File: src/rtl/fp_widen_pkg.sv
package fp_widen_pkg;

    typedef enum logic [1:0] {
        SEL_H2S = 2'd0,
        SEL_H2D = 2'd1,
        SEL_S2D = 2'd2,
        SEL_ALT = 2'd3
    } cvt_sel_e;

    typedef struct packed {
        logic zero;
        logic inf;
        logic qnan;
        logic snan;
        logic sub;
    } fp_class_t;

    localparam int RES_W  = 64;
    localparam int OP_W   = 32;
    localparam int N_PATH = 3;

    // per-path format table: half->single, half->double, single->double
    localparam int SRC_EW [N_PATH] = '{5, 5, 8};
    localparam int SRC_FW [N_PATH] = '{10, 10, 23};
    localparam int DST_EW [N_PATH] = '{8, 11, 11};
    localparam int DST_FW [N_PATH] = '{23, 52, 52};

    typedef struct packed {
        logic             vld;
        logic [RES_W-1:0] res;
        fp_class_t        cls;
    } cvt_state_t;

endpackage

File: src/rtl/fp_lzc.sv
module fp_lzc #(
    parameter int W  = 10,
    localparam int CW = $clog2(W + 1)
) (
    input  logic [W-1:0]  vec,
    output logic [CW-1:0] cnt
);
    always_comb begin
        cnt = CW'(W);
        for (int i = 0; i < W; i++) begin
            if (vec[i]) cnt = CW'(W - 1 - i);
        end
    end
endmodule

File: src/rtl/fp_widen_path.sv
module fp_widen_path
    import fp_widen_pkg::*;
#(
    parameter int SEW = 5,
    parameter int SFW = 10,
    parameter int TEW = 8,
    parameter int TFW = 23,
    localparam int SW = 1 + SEW + SFW,
    localparam int DW = 1 + TEW + TFW
) (
    input  logic [SW-1:0] src,
    output logic [DW-1:0] dst,
    output fp_class_t     cls
);
    localparam int PAD   = TFW - SFW;
    localparam int LZW   = $clog2(SFW + 1);
    localparam int SBIAS = (1 << (SEW - 1)) - 1;
    localparam int TBIAS = (1 << (TEW - 1)) - 1;
    localparam int BDIFF = TBIAS - SBIAS;

    logic           sgn;
    logic [SEW-1:0] sexp;
    logic [SFW-1:0] sfrac;
    logic [LZW-1:0] lz;
    logic [SFW-1:0] nfrac;
    logic [TEW-1:0] texp;
    logic [SFW-1:0] ofrac;
    logic           exp_max, exp_min, frac_nz;

    assign sgn   = src[SW-1];
    assign sexp  = src[SFW +: SEW];
    assign sfrac = src[SFW-1:0];

    fp_lzc #(.W(SFW)) u_lzc (
        .vec (sfrac),
        .cnt (lz)
    );

    always_comb begin
        exp_max  = &sexp;
        exp_min  = ~|sexp;
        frac_nz  = |sfrac;
        cls      = '0;
        cls.zero = exp_min & ~frac_nz;
        cls.sub  = exp_min &  frac_nz;
        cls.inf  = exp_max & ~frac_nz;
        cls.qnan = exp_max &  frac_nz &  sfrac[SFW-1];
        cls.snan = exp_max &  frac_nz & ~sfrac[SFW-1];
        // drop the leading one: it becomes the hidden bit
        nfrac    = (sfrac << lz) << 1;
        if (exp_max) begin
            texp  = '1;
            ofrac = sfrac;
        end else if (exp_min) begin
            texp  = frac_nz ? (TEW'(BDIFF) - TEW'(lz)) : '0;
            ofrac = frac_nz ? nfrac : '0;
        end else begin
            texp  = TEW'(sexp) + TEW'(BDIFF);
            ofrac = sfrac;
        end
        dst = {sgn, texp, ofrac, {PAD{1'b0}}};
    end
endmodule

File: src/rtl/fp_widen_unit.sv
module fp_widen_unit
    import fp_widen_pkg::*;
(
    input  logic        clk,
    input  logic        rst_n,
    input  logic        in_vld,
    input  logic [31:0] in_op,
    input  logic [1:0]  in_sel,
    output logic        out_vld,
    output logic [63:0] out_res,
    output logic        out_zero,
    output logic        out_inf,
    output logic        out_qnan,
    output logic        out_snan,
    output logic        out_sub
);
    logic [RES_W-1:0] path_res [N_PATH];
    fp_class_t        path_cls [N_PATH];

    for (genvar g = 0; g < N_PATH; g++) begin : g_path
        localparam int SW = 1 + SRC_EW[g] + SRC_FW[g];
        localparam int DW = 1 + DST_EW[g] + DST_FW[g];
        logic [DW-1:0] dst;
        fp_widen_path #(
            .SEW (SRC_EW[g]),
            .SFW (SRC_FW[g]),
            .TEW (DST_EW[g]),
            .TFW (DST_FW[g])
        ) u_path (
            .src (in_op[SW-1:0]),
            .dst (dst),
            .cls (path_cls[g])
        );
        assign path_res[g] = RES_W'(dst);
    end

    cvt_state_t st_d, st_q;
    logic [1:0] pick;

    always_comb begin
        case (cvt_sel_e'(in_sel))
            SEL_H2S: pick = 2'd0;
            SEL_H2D: pick = 2'd1;
            default: pick = 2'd2;
        endcase
        st_d     = st_q;
        st_d.vld = in_vld;
        if (in_vld) begin
            st_d.res = path_res[pick];
            st_d.cls = path_cls[pick];
        end
    end

    always_ff @(posedge clk or negedge rst_n) begin
        if (!rst_n) st_q <= '0;
        else        st_q <= st_d;
    end

    assign out_vld  = st_q.vld;
    assign out_res  = st_q.res;
    assign out_zero = st_q.cls.zero;
    assign out_inf  = st_q.cls.inf;
    assign out_qnan = st_q.cls.qnan;
    assign out_snan = st_q.cls.snan;
    assign out_sub  = st_q.cls.sub;
endmodule

File: config.mk
export PLATFORM = sky130hd
export DESIGN_NAME = fp_widen_unit
export DESIGN_NICKNAME = d
export VERILOG_FILES = /design/src/rtl/fp_widen_pkg.sv /design/src/rtl/fp_lzc.sv /design/src/rtl/fp_widen_path.sv /design/src/rtl/fp_widen_unit.sv
export SDC_FILE = /design/constraint.sdc
export NUM_CORES = 1
export LEC_CHECK = 0
export ABC_AREA = 1
export BUFFER_PORTS_ARGS = -buffer_cell sky130_fd_sc_hd__buf_4
export CORE_MARGIN = 5
export CORE_UTILIZATION = 25
export CTS_CLUSTER_DIAMETER = 150
export DETAILED_ROUTE_END_ITERATION = 16
export PLACE_DENSITY_LB_ADDON = 0.15
export SETUP_SLACK_MARGIN = 0.02
export SKIP_LAST_GASP = 1
export SYNTH_ARGS = -nofsm -noshare
export SYNTH_HDL_FRONTEND = slang
export SYNTH_HIERARCHICAL = 1
export SYNTH_SLANG_ARGS = --single-unit
export TNS_END_PERCENT = 1
File: constraint.sdc
create_clock -name clk -period 0.8 [get_ports clk]
set_clock_uncertainty 0.05 [all_clocks]
set_input_delay 0.12 -clock clk [delete_from_list [all_inputs] [get_ports clk]]
set_output_delay 0.12 -clock clk [all_outputs]
set_load 0.02 [all_outputs]
After elaboration in Yosys (flattened, before gate mapping) --
Cells that the tools add are included.
Word-level totals: bits in registers 70, input port bits 37, output and inout port bits 70, logic and storage cells 98
Operators by class: $add $sub $neg 6, order comparisons 1, equal/unequal tests 1, shifts and indexed selects 2, mux-type cells 55, bitwise gates (word level) 17, reductions and logical operators 9
Operators by type and width (count):
- $bmux W64 S2 | 1
- $mux W64 | 2
- $mux W5 | 24
- $mux W23 | 3
- $mux W11 | 6
- $mux W4 | 9
- $mux W10 | 3
- $mux W8 | 3
- $reduce_or A23 Y1 | 1
- $shl A23 B5 Y22 | 1
- $and A1 B1 Y1 | 12
- $add A5 B10 Y11 const B | 1
- $add A8 B10 Y11 const B | 1
- $sub A10 B4 Y11 const A | 1
- $sub A10 B5 Y11 const A | 1
- $bmux W5 S2 | 1
- $reduce_or A10 Y1 | 1
- $shl A10 B4 Y9 | 1
- $add A5 B7 Y8 const B | 1
- $reduce_and A8 Y1 | 1
- $reduce_or A8 Y1 | 1
- $sub A7 B4 Y8 const A | 1
- $reduce_and A5 Y1 | 1
- $reduce_or A5 Y1 | 1
- 9 further kinds | 13

Longest topological paths before layout --
Gate-level depths: netlist (run 1).
depth in word-level cells 30, depth in mapped cells 35, depth with buffers taken out 35

Modules after synthesis --
The synthesis (run 1) kept the hierarchy.
Modules (own cells, without submodules):
- fp_widen_unit | times used 1, cells an instance 538, area each 3962.6 sq um, seq. area each 1751.7 sq um
- fp_widen_path at g_path[2].u_path | times used 1, cells an instance 391, area each 1821.7 sq um, seq. area each 0.0 sq um
- fp_widen_path at g_path[1].u_path | times used 1, cells an instance 180, area each 963.4 sq um, seq. area each 0.0 sq um
- fp_widen_path at g_path[0].u_path | times used 1, cells an instance 152, area each 755.7 sq um, seq. area each 0.0 sq um
- fp_lzc at g_path[2].u_path.u_lzc | times used 1, cells an instance 67, area each 322.8 sq um, seq. area each 0.0 sq um
- fp_lzc at g_path[0].u_path.u_lzc ... | times used 2, cells an instance 26, area each 112.6 sq um, seq. area each 0.0 sq um

Least setup slack after synthesis (run 1) --
No wires, ideal clock.
path kind input to register, start point input port in_op[1], end point register st_q (netlist bit out_res[46]), setup time 123 ps, arrival time 2147 ps, required time 627 ps, slack -1520 ps, stages on the path 34, buffers on the path 1, cell sequence inv_1 > nand2_1 > nand2_1 > nand2_1 > nand2_1 > nand2_1 > nand2_1 > nand2_1 > nand2_1 > nand2_1 > nand2_1 > nand2_1 > nand2_1 > nand2_1 > nand2_1 > nand2_1 > nand2_1 > nand2_1 > nand2_1 > nand2_1 > nand2_1 > a21oi_2 > inv_2 > buf_6 > nand2_1 > nand3_1 > nand3_1 > nand2_1 > nand2_1 > nand3_1 > nand2_1 > nand2_1 > a21oi_1 > a21oi_2
Between the ends: longest elaborated chain between the ends 29, elaborated cells on any way between the ends 44, those cells by class shift: 2; mux: 40; reduce/logical: 2
RTL lines:
- start: declaration | RTL line fp_widen_unit.sv:7 | input logic [31:0] in_op,
- $mux W5 (22 in a row) | RTL line fp_lzc.sv:11 | if (vec[i]) cnt = CW'(W - 1 - i);
- net g_path[2].u_path.lz[0] | RTL line fp_widen_path.sv:24 | logic [LZW-1:0] lz;
- $shl A23 B5 Y22 | RTL line fp_widen_path.sv:50 | nfrac = (sfrac << lz) << 1;
- $mux W23 | RTL line fp_widen_path.sv:56 | ofrac = frac_nz ? nfrac : '0;
- $mux W23 | RTL line fp_widen_path.sv:54 | end else if (exp_min) begin
- $mux W23 | RTL line fp_widen_path.sv:51 | if (exp_max) begin
- net g_path[2].dst[46] | RTL line fp_widen_unit.sv:23 | logic [DW-1:0] dst;
- $bmux W64 S2 | RTL line fp_widen_unit.sv:49 | st_d.res = path_res[pick];
- $mux W64 (implied by the code) (2 in a row) | RTL line fp_widen_unit.sv:49
- end signal: assignment | RTL line fp_widen_unit.sv:56 | else st_q <= st_d;
- end: declaration | RTL line fp_widen_unit.sv:37 | cvt_state_t st_d, st_q;
The timed path passes the listed nets, and every way through them passes these cells. The select of a mux whose other input is x is not followed. A chain may end at the register's enable or synchronous reset.

Worst setup path in the final report (run 1) --
start point input port in_op[0], end point register st_q (netlist bit out_res[42])
Between the ends: longest elaborated chain between the ends 30, elaborated cells on any way between the ends 33, those cells by class shift: 1; mux: 31; reduce/logical: 1
RTL lines (RTL line):
- $mux W1 | fp_lzc.sv:11
- $mux W5 (22 in a row) | fp_lzc.sv:11
- net g_path[2].u_path.lz[0] | fp_widen_path.sv:24
- $shl A23 B5 Y22 | fp_widen_path.sv:50
- $mux W23 | fp_widen_path.sv:56
- $mux W23 | fp_widen_path.sv:54
- $mux W23 | fp_widen_path.sv:51
- net g_path[2].dst[42] | fp_widen_unit.sv:23
- $bmux W64 S2 | fp_widen_unit.sv:49
- $mux W64 (implied by the code) (2 in a row) | fp_widen_unit.sv:49
The timed path passes the listed nets, and every way through them passes these cells. The select of a mux whose other input is x is not followed.

==> results of run 1 <==
registers in the layout, summed over array words and instances (netlist names):
register  cells
out_snan      1
out_inf       1
out_zero      1
out_res      64
out_qnan      1
out_vld       1
out_sub       1
power groups by stage:
stage	registers (mW)	logic, mW	clock network, mW
after floorplan	4.64	2.70	0
after global placement	4.25	5.22	0
after detailed placement	4.24	5.20	0
after CTS	4.18	5.38	4.08
after global routing	4.23	6.06	4.17
final	4.17	5.50	3.91
per-layer routing:
layer  vias up  wire length [µm]  part of all wire, %  GRT usage, %
met4         2               793                  2.4          5.70
met5         -                 7                0.021             0
met2       215             15100                   46          29.4
li1       4691                 -                    -             -
met1      4132             15400                   47          24.6
met3        46              1410                  4.3          2.73
final timing paths:
check,startpoint,slack (ns),endpoint,cells past startpoint
min in group asynchronous,rst_n,0.13,out_res[63]$_DFFE_PN0P_,2
min,in_op[31],0.004,out_res[63]$_DFFE_PN0P_,3
max in group asynchronous,rst_n,0.11,out_res[14]$_DFFE_PN0P_,3
min reg2reg,out_res[28]$_DFFE_PN0P_,0.43,out_res[28]$_DFFE_PN0P_,2
max reg2reg,out_res[52]$_DFFE_PN0P_,0.05,out_res[52]$_DFFE_PN0P_,2
max,in_op[0],-1.61,out_res[42]$_DFFE_PN0P_,34
tightest hold or removal path: cells and delay by family:
kind,cells,cell delay [ns]
AOI/OAI and AO/OA,2,0.16
buffers and inverters,1,0.08
metrics by stage:
stage,setup TNS (ns),setup WS (ns),cell area (µm²)
floorplan,-55.91,-1.46,8390
global placement,-88.95,-2.06,10200
detailed placement,-88.23,-2.03,10200
CTS,-84.58,-1.52,10800
global route,-101.04,-1.88,11000
finish,-84.87,-1.61,11000
timing repair:
item                                   CTS  global route
gates cloned                             1             1
endpoints found under the hold margin   71             0
hold buffers                             1             0
setup buffers                            4             0
pin swaps                                7            17
gates resized for setup                 45            59
setup endpoints to repair              124           124
cell families after synthesis:
logic type | Yosys count | synth area share, %
other | 3 | 0.140
AND/OR/NAND/NOR | 847 | 44.7
adder cells (fa/ha/maj) | 3 | 0.466
AO/OA/AOI/OAI | 154 | 10.8
XOR/XNOR | 6 | 0.653
buffers and inverters | 297 | 21.5
flip-flops | 70 | 21.8
layout by cell type (no fill, tap or decap), types with 4 or more instances in the layout:
cell type and instances:
nor2_2 7, a21oi_2 23, nand3_4 7, buf_12 18
inv_2 12, o21ai_2 4, inv_1 110, nand4_1 13
nand2_2 32, nand3_2 43, o21ai_0 17, inv_4 4
nand3_1 158, o21ai_1 14, clkbuf_16 10, dfrtp_1 70
nand2_4 4, xor2_1 6, buf_4 289, nor2_1 99
a21oi_1 83, nand2_1 471, conb_1 84
layout make-up:
class	instances	area, µm²	share of cell area [%]
Sequential cell	70	1750	15.9
Timing Repair Buffer	313	2610	23.8
Inverter	133	556	5.06
Multi-Input combinational cell	1094	5300	48.2
Tap cell	402	503	4.58
Clock inverter	3	21.3	0.194
Clock buffer	12	246	2.24
==> results.md, run 1 <==
- Antenna cells: 0
- Post-Layout Cell Count: ~2,000
- Mapped Cells: 1,380
- Final period utilization: 301%
- H-tree depth: 3
- Global-route usage over all layers: a little under a fifth
- Site row count: 65
- Number of flops mapped to enable cells by yosys: 0
- Worst path most repeated cell: nand2_1
- Final WL: about 33,000 µm
- Routed WL per cell: roughly 16 µm
- Deepest clock path buffer count: 2
- Setup Crit Path Kind: in2reg
- Worst-path clk slew: 0.06 ns
- Die area: 35,900 µm²
- GP Congestion: ~0.92
- Largest net degree at the start of global routing: 38
- Netlist cell types: 41
- Crit path DAT: approximately 2.6 ns
- TritonCTS clock tree: done
- Top cell type's share of synthesized area: around a quarter
- Combinational power share: 40.5%
- Synth Flop Type: dfrtp_1
- Max Freq: between 400 and 500 MHz
- Slew margin rel.: roughly two thirds
- Buffer and inverter count on the worst path: 3
- Final Power: approximately 14 mW
- Asr flop ratio synth: between 90% and 100%
- Die Y: approximately 190 µm
- Initial core utilization: between 20 and 30%
- Yosys warns: 6
- Post-layout util: about a third
- Max incr delay on CP: between 0.2 and 0.3 ns
- Iteration-0 DRC Markers: 624
- Num CTS Buffers: 9
- Tightest Hold Check Type: in2reg
- Maximum vdd drop: a little under 0.001 V
- Fillers: 3,530
- Syn-to-layout area delta: 36.5%
- Max cap viols: 0
- Pint: around 8.3 mW
- Sw frac: 38.7%
- Worst setup margin: -1.61 ns
- Most common cell in the synthesized netlist: nand2_1
- Pwr per Cell Area: about 1200 nW/µm²
- Period minus WS final: around 2.4 ns
- Vias: 9,086
- Cell family with most CP delay: simple AND/OR/NAND/NOR gates
- Seq/Total Area, Yosys: approximately 22%
- Avg Vias per Cell: between 4 and 5
- CP max-delay cell: a21oi_4
- Clk Latency, worst-skew pair: between 0.3 and 0.4 ns
- Cell accounting for the most synthesized area: nand2_1
- Yosys reg bits: 70
- Min Hold Slack: about 0.0039 ns
- I/O Buffers: 106
- Final Hold Fails: 0
- Avg Cell Area, Syn: approximately 5.8 µm²
- Die width: approximately 190 µm
- Detailed placement HPWL: about 25,000 µm
- Final setup fails: between 100 and 150
- Seq pwr share: between 30% and 40%
- Top cells by count, synth: nand2_1, nand3_1, inv_1, buf_4, nor2_1
- Total net switching power: 5.26 mW
- Core Footprint: between 30,000 and 40,000 µm²
- Nets: 1,661
- Share of layout cells above drive strength 1: roughly 30%
- Initial antenna violation count: 1
- CTS root buffer: clkbuf_16
- Failing checks: negative setup slack
- Clock Sinks: 70
- Vias in the first global route: roughly 9,000
- Residual DRC count: 0
- Drt pass-1 iters: 5
- Fin. max-slew vios: 0
- Dpl cells: roughly 2,000
- Post-Syn Area: just over 8000 µm²
- Actual slew at the worst max-slew pin: slightly above 0.5 ns
- Startpoint Class: input pin
- Leakage power: 5.69 nW
- I/O pin count: ~110
- First-pass GRT wire length: around 50,000 µm
- Total grt overflow: 0
- Top post-synthesis cells by area: nand2_1, dfrtp_1, nand3_1
- Critical Path End Type: flop
- WP data required: slightly below 1 ns
- Antenna-violating nets left: 0
- Unrepaired setup endpoints after global routing: yes
- Status: complete, but fails checks
- Biggest fanout along the worst timing path: 6
- Clk pwr share: ~29%
Note: power is estimated with default switching activity, not from simulation.
==> run 2, diff against run 1 <==
- CORE_MARGIN: 5 -> 3
- REMOVE_ABC_BUFFERS: default -> 1
- SKIP_LAST_GASP: 1 -> default
==> run 2 against run 1 <==
The flow finishes with violations (negative hold slack, negative setup slack). Sequential power up 2%. Setup slack worse by 0.091 ns. Die area down 4.2%. Clock power up 20%. Hold slack worse by 0.014 ns. Clock-buffer cell count down 2. Wire length down 1.1%. First-iteration DRC count down 21%. Global-route usage up 0.86 points. Sequential share of layout area down 0.22 points. Critical path type unchanged.
==> results.md, run 2 (synthesized netlist as in run 1, its figures left out) <==
- Final instance area: 11,100 µm² (+1.5%)
- Period minus WS final: 2.50 ns (+0.0907 ns)
- Site row count: 65 (unchanged)
- Largest net degree at the start of global routing: 45 (+18%)
- Routed WL per cell: 16.1 µm (-0.23%)
- Worst r2r path cells: 2 (unchanged)
- Min Hold Slack: -0.0103 ns (-0.0142 ns)
- Fin Setup TNS: -81.33 ns (+3.53 ns)
- Final setup fails: 124 (unchanged)
- Post-layout util: 35.2% (+0.60 points)
- Biggest fanout along the worst timing path: 18 (+12)
- Leakage power: 5.69 nW (about the same)
- Worst hold start: in_op[31]
- DP Area: 10,100 µm² (-1.5%)
- CP Launch Point: in_op[2]
- Avg Vias per Cell: 4.50 (+0.28%)
- R2R Path End: out_res[45]$_DFFE_PN0P_
- First-pass GRT wire length: 50,400 µm (-1.8%)
- Setup Crit Path Kind: in2reg
- TritonCTS clock tree: done
- Failing checks: negative hold slack, negative setup slack
- Fin. max-slew vios: 0 (unchanged)
- Initial antenna violation count: 0 (-1)
- Share of layout cells above drive strength 1: 28.5% (-0.69 points)
- Worst Setup EP: out_res[50]$_DFFE_PN0P_
- Iteration-0 DRC Markers: 493 (-21%)
- Die width: 185 µm (-2.1%)
- GP Congestion: 0.910 (-0.65%)
- Nets: 1,643 (-1.1%)
- Core Footprint: 31,600 µm² (-0.26%)
- Commonest non-fill, non-tap cells in the layout: nand2_1, buf_4, nand3_1
- Tightest Hold Check Type: in2reg
- CTS root buffer: clkbuf_16
- Total grt overflow: 0 (unchanged)
- I/O Buffers: 106 (unchanged)
- Detailed placement HPWL: 24,600 µm (-0.70%)
- Residual DRC count: 0 (unchanged)
- Die Y: 185 µm (-2.1%)
- RR Startpoint: out_res[45]$_DFFE_PN0P_
- Initial core utilization: 25.4% (+0.065 points)
- Max cap viols: 0 (unchanged)
- I/O pin count: 107 (unchanged)
- Maximum vdd drop: 0.000914 V (-6.7%)
- H-tree depth: 3 (unchanged)
- Fillers: 3,526 (-0.11%)
- Final Hold Fails: 1 (+1)
- Vias in the first global route: 8,775 (-2.9%)
- Worst-path clk slew: 0.07 ns (about the same)
- Num CTS Buffers: 9 (unchanged)
- Syn-to-layout area delta: 38.5%
- Deepest clock path buffer count: 2 (unchanged)
- Vias: 9,035 (-0.56%)
- Status: complete, but fails checks
- Number of flip-flops under the largest register name: 64 (unchanged)
- Clock Sinks: 70 (unchanged)
- R2r setup slk: 0.04 ns (about the same)
- Antenna-violating nets left: 0 (unchanged)
- Antenna cells: 0 (unchanged)
- Global-route usage over all layers: 18.9% (+0.86 points)
- WP data required: 0.98 ns (about the same)
- Unrepaired setup endpoints after global routing: yes
- Startpoint Class: input pin
- Max Freq: 400 MHz (-3.6%)
- Drt pass-1 iters: 6 (+1)
- Commonest non-fill, non-tap cell in the layout: nand2_1
- Worst setup margin: -1.70 ns (-0.0907 ns)
- Die area: 34,400 µm² (-4.2%)
- Final WL: 32,300 µm (-1.1%)
- Clk Latency, worst-skew pair: 0.35 ns (about the same)
- Crit path DAT: 2.68 ns (+0.09 ns)
- Final period utilization: 313% (+11 points)
- Pwr per Cell Area: 1310 nW/µm² (+5.8%)
- Critical Path End Type: flop
-- run 2: changes by cell type in the layout (fill, tap and decap cells not counted), sizes merged --
cell	before	now
buf	311	293
clkbuf	13	10
bufinv	3	5
inv	127	129
clkinv	5	4
clkinvlp	1	2
-- run 2: power by group --
| part | switching (mW) | leakage [nW] | internal [mW] |
|---|---|---|---|
| clock | 1.86 | 0.155 | 2.84 |
| sequential | 0.320 | 0.834 | 3.92 |
| combinational | 3.20 | 4.70 | 2.45 |
-- run 2: repair_timing --
item	in CTS	in global routing
hold buffers	1	0
gates resized for setup	140	58
hold endpoints to repair	71	0
buffers inserted	3	0
cloned	2	0
pin swaps	20	20
endpoints found under the setup margin	124	124
-- run 2: area by class of cell --
cell class | count | area (µm²) | share of cell area (%)
repair buffers | 294 | 2770 | 24.9
inverters | 133 | 559 | 5.02
multi-input cells | 1094 | 5220 | 46.8
clock inverters | 6 | 92.6 | 0.831
well taps | 402 | 503 | 4.51
clock buffers | 10 | 239 | 2.14
flip-flops and latches | 70 | 1750 | 15.7
repair inverters | 1 | 6.26 | 0.0561
-- run 2: worst min path at each step --
stage	to	depth (start not counted)
6_report	out_res[63]$_DFFE_PN0P_	3
3_3_place_gp	out_res[63]$_DFFE_PN0P_	2
5_1_grt	out_res[63]$_DFFE_PN0P_	3
2_1_floorplan	out_inf$_DFFE_PN0P_	0
4_1_cts	out_res[63]$_DFFE_PN0P_	3
3_5_place_dp	out_res[63]$_DFFE_PN0P_	2
-- run 2: critical path: stages --
cell      delay [ns]
buf_4           0.15
buf_4           0.14
o21ai_0         0.16
nand3_1         0.10
nand2_1         0.07
nand2_1         0.07
nand2_1         0.06
nand2_1         0.05
nand3_1         0.07
nand3_1         0.08
a311oi_2        0.20
buf_4           0.20
inv_2           0.05
buf_12          0.15
nor2_1          0.19
nand3_1         0.11
nand2_1         0.09
nor2_2          0.05
nand2_2         0.06
nand3_1         0.08
nand2_1         0.10
nand2_2         0.06
a21oi_2         0.17
a21oi_2         0.07
-- run 2: per-layer routing --
metal	routed length (µm)	vias to the layer above	global-route usage [%]
met1	15500	4161	26.2
met5	0	-	0
met4	537	0	3.96
met3	1160	35	2.03
met2	15100	182	31.8
li1	-	4657	-
-- run 2: per-stage QoR --
step                      cells  total power [mW]  setup slack [ns]
after global routing       2010              15.5             -1.92
after detailed placement   1988              9.37             -2.16
after CTS                  2010              14.6             -1.68
final                      2010              14.6             -1.70
after global placement     1988              9.38             -2.21
after floorplan            1297              6.67             -2.56
